===== src/rtl/rrs_pkg.sv =====
package rrs_pkg;
  typedef enum logic [1:0] {
    TRIG_OFF      = 2'b00,
    TRIG_AT_START = 2'b01,
    TRIG_AFTER_A  = 2'b10,
    TRIG_AFTER_B  = 2'b11
  } trig_sel_e;

  // Both 1x codes select the trigger that follows the block read
  function automatic logic trig_after_block(input logic [1:0] sel);
    return sel[1];
  endfunction
endpackage


===== src/rtl/rrs_txn_ctrl.sv =====
module rrs_txn_ctrl (
  input  logic       clk_i,
  input  logic       rst_ni,
  input  logic       start_i,
  input  logic       stop_i,
  input  logic       addr_valid_i,
  input  logic       data_req_i,
  input  logic       short_mode_i,
  input  logic [1:0] trig_sel_i,
  output logic       short_q_o,
  output logic [1:0] trig_q_o,
  output logic       ptr_clr_o,
  output logic       ptr_load_o,
  output logic       ptr_adv_o
);
  logic       active_q;
  logic       short_q;
  logic [1:0] trig_q;

  always_ff @(posedge clk_i or negedge rst_ni) begin
    if (!rst_ni) begin
      active_q <= 1'b0;
      short_q  <= 1'b0;
      trig_q   <= 2'b00;
    end else if (start_i) begin
      active_q <= 1'b1;
      short_q  <= short_mode_i;
      trig_q   <= trig_sel_i;
    end else if (stop_i) begin
      active_q <= 1'b0;
    end
  end

  logic busy_ok;
  assign busy_ok = active_q && !start_i && !stop_i;

  // Priority: start, stop, address byte, data request
  always_comb begin
    ptr_clr_o  = start_i && short_mode_i;
    ptr_load_o = busy_ok && addr_valid_i && !short_q;
    ptr_adv_o  = busy_ok && !ptr_load_o && data_req_i;
  end

  assign short_q_o = short_q;
  assign trig_q_o  = trig_q;
endmodule


===== src/rtl/rrs_read_ptr.sv =====
module rrs_read_ptr #(
  parameter int ADDR_W   = 8,
  parameter int NUM_REGS = 23
) (
  input  logic              clk_i,
  input  logic              rst_ni,
  input  logic              clr_i,
  input  logic              load_i,
  input  logic              adv_i,
  input  logic [ADDR_W-1:0] load_addr_i,
  output logic [ADDR_W-1:0] ptr_o
);
  localparam logic [ADDR_W-1:0] LastAddr = ADDR_W'(NUM_REGS - 1);

  logic [ADDR_W-1:0] ptr_q;

  always_ff @(posedge clk_i or negedge rst_ni) begin
    if (!rst_ni)     ptr_q <= '0;
    else if (clr_i)  ptr_q <= '0;
    else if (load_i) ptr_q <= load_addr_i;
    else if (adv_i)  ptr_q <= (ptr_q >= LastAddr) ? '0 : ptr_q + 1'b1;
  end

  assign ptr_o = ptr_q;
endmodule


===== src/rtl/rrs_adc_trig.sv =====
module rrs_adc_trig
  import rrs_pkg::*;
#(
  parameter int ADDR_W   = 8,
  parameter int TRIG_REG = 5
) (
  input  logic              clk_i,
  input  logic              rst_ni,
  input  logic              start_i,
  input  logic              short_mode_i,
  input  logic [1:0]        trig_sel_i,
  input  logic              short_q_i,
  input  logic [1:0]        trig_q_i,
  input  logic              adv_i,
  input  logic [ADDR_W-1:0] ptr_i,
  output logic              strobe_o
);
  localparam logic [ADDR_W-1:0] TrigAddr = ADDR_W'(TRIG_REG);

  logic fired_q, fire_start, fire_block, strobe_q;

  assign fire_start = start_i && short_mode_i && (trig_sel_i == TRIG_AT_START);
  assign fire_block = adv_i && short_q_i && trig_after_block(trig_q_i) &&
                      (ptr_i == TrigAddr) && !fired_q;

  always_ff @(posedge clk_i or negedge rst_ni) begin
    if (!rst_ni) begin
      fired_q  <= 1'b0;
      strobe_q <= 1'b0;
    end else begin
      strobe_q <= fire_start || fire_block;
      if (start_i)         fired_q <= fire_start;
      else if (fire_block) fired_q <= 1'b1;
    end
  end

  assign strobe_o = strobe_q;
endmodule


===== src/rtl/reg_read_sequencer.sv =====
module reg_read_sequencer #(
  parameter int ADDR_W   = 8,
  parameter int DATA_W   = 8,
  parameter int NUM_REGS = 23,
  parameter int TRIG_REG = 5
) (
  input  logic              clk_i,
  input  logic              rst_ni,
  input  logic              short_mode_i,
  input  logic [1:0]        trig_sel_i,
  input  logic              start_i,
  input  logic              stop_i,
  input  logic              addr_valid_i,
  input  logic [ADDR_W-1:0] addr_byte_i,
  input  logic              data_req_i,
  output logic [ADDR_W-1:0] reg_addr_o,
  input  logic [DATA_W-1:0] reg_rdata_i,
  output logic [DATA_W-1:0] data_o,
  output logic              data_valid_o,
  output logic              adc_start_o
);
  localparam logic [ADDR_W-1:0] ImplLimit = ADDR_W'(NUM_REGS);

  logic       short_q, ptr_clr, ptr_load, ptr_adv;
  logic [1:0] trig_q;
  logic [ADDR_W-1:0] ptr;

  rrs_txn_ctrl u_ctrl (
    .clk_i, .rst_ni, .start_i, .stop_i, .addr_valid_i, .data_req_i,
    .short_mode_i, .trig_sel_i,
    .short_q_o (short_q),
    .trig_q_o  (trig_q),
    .ptr_clr_o (ptr_clr),
    .ptr_load_o(ptr_load),
    .ptr_adv_o (ptr_adv)
  );

  rrs_read_ptr #(.ADDR_W(ADDR_W), .NUM_REGS(NUM_REGS)) u_ptr (
    .clk_i, .rst_ni,
    .clr_i      (ptr_clr),
    .load_i     (ptr_load),
    .adv_i      (ptr_adv),
    .load_addr_i(addr_byte_i),
    .ptr_o      (ptr)
  );

  rrs_adc_trig #(.ADDR_W(ADDR_W), .TRIG_REG(TRIG_REG)) u_trig (
    .clk_i, .rst_ni, .start_i, .short_mode_i, .trig_sel_i,
    .short_q_i(short_q),
    .trig_q_i (trig_q),
    .adv_i    (ptr_adv),
    .ptr_i    (ptr),
    .strobe_o (adc_start_o)
  );

  logic [DATA_W-1:0] data_q;
  logic              valid_q;

  always_ff @(posedge clk_i or negedge rst_ni) begin
    if (!rst_ni) begin
      data_q  <= '0;
      valid_q <= 1'b0;
    end else begin
      valid_q <= ptr_adv;
      if (ptr_adv) data_q <= (ptr < ImplLimit) ? reg_rdata_i : '0;
    end
  end

  assign reg_addr_o   = ptr;
  assign data_o       = data_q;
  assign data_valid_o = valid_q;
endmodule


===== config.mk =====
export PLATFORM = sky130hd
export DESIGN_NAME = reg_read_sequencer
export DESIGN_NICKNAME = d
export VERILOG_FILES = /design/src/rtl/rrs_pkg.sv /design/src/rtl/rrs_txn_ctrl.sv /design/src/rtl/rrs_read_ptr.sv /design/src/rtl/rrs_adc_trig.sv /design/src/rtl/reg_read_sequencer.sv
export SDC_FILE = /design/constraint.sdc
export NUM_CORES = 1
export LEC_CHECK = 0
export BUFFER_PORTS_ARGS = -buffer_cell sky130_fd_sc_hd__buf_2
export CORE_MARGIN = 10
export CORE_UTILIZATION = 43
export CTS_CLUSTER_DIAMETER = 40
export DETAILED_ROUTE_END_ITERATION = 10
export GPL_TIMING_DRIVEN = 0
export PLACE_DENSITY_LB_ADDON = 0.12
export SYNTH_ARGS = -nofsm -noshare
export SYNTH_HDL_FRONTEND = slang
export SYNTH_HIERARCHICAL = 1
export SYNTH_SLANG_ARGS = --single-unit
export TNS_END_PERCENT = 50

===== constraint.sdc =====
create_clock -name clk_i -period 1.4 [get_ports clk_i]
set_input_delay 0.14 -clock clk_i [delete_from_list [all_inputs] [get_ports clk_i]]
set_output_delay 0.14 -clock clk_i [all_outputs]
set_load 0.01 [all_outputs]

==> impl_metrics.py <==
metrics = {
    "run_status": {
        "outcome": "complete, but fails checks",
        "failed_checks": "setup timing",
    },
    "clock_network": {
        "numCtsBuffers": 3,
        "clkLatencyLatePin_ns": 0.31,
        "h-tree-depth": 1,
        "cts_tree": "done",
        "clockBufferDepth": 2,
        "clockRootBuffer": "clkbuf_4",
        "cts.clk_slew.worst_paths_ns": 0.13,
        "cts.sinks": 22,
    },
    "worst_setup_path": {
        "r2r_cells": 5,
        "crit_path_max_fanout": 8,
        "crit_type": "flop to flop",
        "critPathLaunchType": "flop",
        "cp_slowest_cell": "or4b_4",
        "slowest_delay_ns": 0.47,
        "path_cells": "nor3b_2 -> and3_4 -> or4b_4 -> a21oi_4 -> a22o_1",
        "arrival_ns": 1.92,
        "required_ns": 1.66,
        "endpoint_kind": "flop",
    },
    "route": {
        "drcViolationCount": 0,
        "ant_nets": 0,
        "via_count": 935,
        "wl_mm": 2.73,
        "drtIter0Drc": 48,
        "drt_pass1_iterations": 4,
        "wire_per_inst_um": 15.5,
        "drt-vias-per-instance": 5.31,
    },
    "place": {
        "routabilityCongestion": 0.740,
        "dp_hpwl_mm": 2.02,
        "placed_area_sq_um": 1350,
        "port_buffers": 42,
    },
    "die": {
        "dieWidth_um": 70.4,
        "fp.dieH_um": 70.4,
        "dieArea_sq_um": 4960,
        "ios": 43,
        "rows": 18,
        "coreArea_sq_um": 2450,
        "start_util": 0.445,
    },
    "synthesis": {
        "synthCells": 91,
        "avgSynthCellArea_sq_um": 12.0,
        "netlist_area_sq_um": 1090,
        "yosys_warnings": 6,
        "syn-num-nets": 118,
    },
    "sta": {
        "setup_violations": 17,
        "hold_violations": 0,
        "fin_ws_ns": -0.261,
        "fin_crit_sh": 1.19,
        "fin_setup_tns_ns": -2.99,
        "report.final.slew_viol_count": 0,
        "relSlewSlack": 0.672,
        "max_freq_mhz": 602,
        "finClkSkew_ns": 0.00964,
        "rsz0062_at_grt": "yes",
        "tightest_slew_ns": 0.491,
        "period_minus_slack_ns": 1.66,
        "whs_ns": 0.0348,
    },
    "global_route": {
        "antenna_found_initial": 0,
        "grt_max_degree": 23,
        "grt_pass1_vias": 914,
        "grt_first_pass_wirelength_mm": 4.29,
        "track_usage": 0.102,
        "gr-total-overflow": 0,
    },
    "finish": {
        "finalNetCount": 174,
        "multiInputGateArea_sq_um": 538,
        "fill_cells": 226,
        "seq_area_sq_um": 551,
        "area_growth_pct": 37.8,
        "diodes": 0,
        "final_layout_size_suffix_gt1_frac": 0.527,
        "fin_area_sq_um": 1510,
    },
    "min_path": {
        "hp-class": "input port to flop",
        "hold_depth": 2,
    },
    "power_and_ir_drop": {
        "ir_worst_vdd_mv": 0.870,
        "power_density_nw_per_um2": 1080,
        "power.leakage_nw": 0.750,
    },
    "job": {
        "drv_cap": 0,
    },
}
-- where the power goes --
group / total (W) / leakage [nW] / internal (W) / switching, W
registers: 0.000783 / 0.285 / 0.000717 / 0.0000658
logic: 0.000352 / 0.437 / 0.000193 / 0.000159
clock network: 0.000484 / 0.0279 / 0.000289 / 0.000195
total: 0.00162 / 0.750 / 0.00120 / 0.000420
-- final timing paths --
kind / start / slack (ns) / endpoint
worst max-delay path: u_ctrl/active_q / -0.26 / data_o[6]
worst min-delay path: reg_rdata_i[2] / 0.03 / data_o[2]
worst max register to register: u_ctrl/active_q / -0.26 / data_o[6]
worst min register to register: u_trig/fired_q / 0.47 / u_trig/strobe_o
max in group asynchronous: rst_ni / 0.75 / u_ptr/ptr_o[7]
min in group asynchronous: rst_ni / 0.31 / u_ptr/ptr_o[3]
-- per-stage QoR --
step,worst slack [ns],cells,util,total power [W]
finish,-0.261,176,0.613,0.00162
global route,-0.366,176,0.613,0.00171
CTS,-0.284,170,0.581,0.00161
detailed placement,-0.282,163,0.548,0.00113
global placement,-0.262,163,0.548,0.00112
floorplan,-0.138,91,-,0.000966
-- layer usage --
| layer | routed length (um) | track usage |
|---|---|---|
| met1 | 1180 | 0.119 |
| met2 | 1380 | 0.173 |
| met3 | 165 | 0.0325 |
| met4 | 8 | 0.0329 |
| met5 | 0 | 0 |
-- state kept, by name, indices dropped and copies added (netlist names) --
register,count
data_o,8
data_valid_o,1
u_ctrl/active_q,1
u_ctrl/short_q_o,1
u_ctrl/trig_q_o,1
u_ptr/ptr_o,8
u_trig/fired_q,1
u_trig/strobe_o,1
-- critical path: cells and delay by family, from the launching register on --
family           cells  cell delay [ns]
AND/OR/NAND/NOR      3             0.86
AO/OA/AOI/OAI        2             0.40
flip-flops           1             0.36
-- what timing repair did --
action | in CTS | in global routing
hold buffers | 1 | 0
hold endpoints to repair | 22 | 0
cloned | 0 | 0
setup endpoints to repair | 15 | 18
pin swaps | 5 | 8
resized for setup | 1 | 8
setup buffers | 2 | 6
-- layout by cell type, fill, tap and decap left out, types with 2 or more instances in the layout --
cell / n
nor3b_1: 6
mux2_2: 2
nor3b_2: 3
xor2_1: 2
nor2_1: 4
a22o_1: 8
nand3_1: 2
a21oi_1: 8
inv_1: 3
clkbuf_4: 3
ha_1: 2
nand3_2: 2
dfrtp_1: 22
buf_4: 9
buf_6: 2
buf_2: 43
o22ai_1: 4
-- final cells by class --
class | count | area share
clock buffer | 3 | 0.0150
timing repair buffer | 51 | 0.186
tap | 30 | 0.0249
clock inverter | 1 | 0.0200
inverter | 3 | 0.00748
multi-input combinational | 62 | 0.357
sequential | 22 | 0.366
buffer | 4 | 0.0233
No activity file was read; power rests on OpenSTA's default activity.
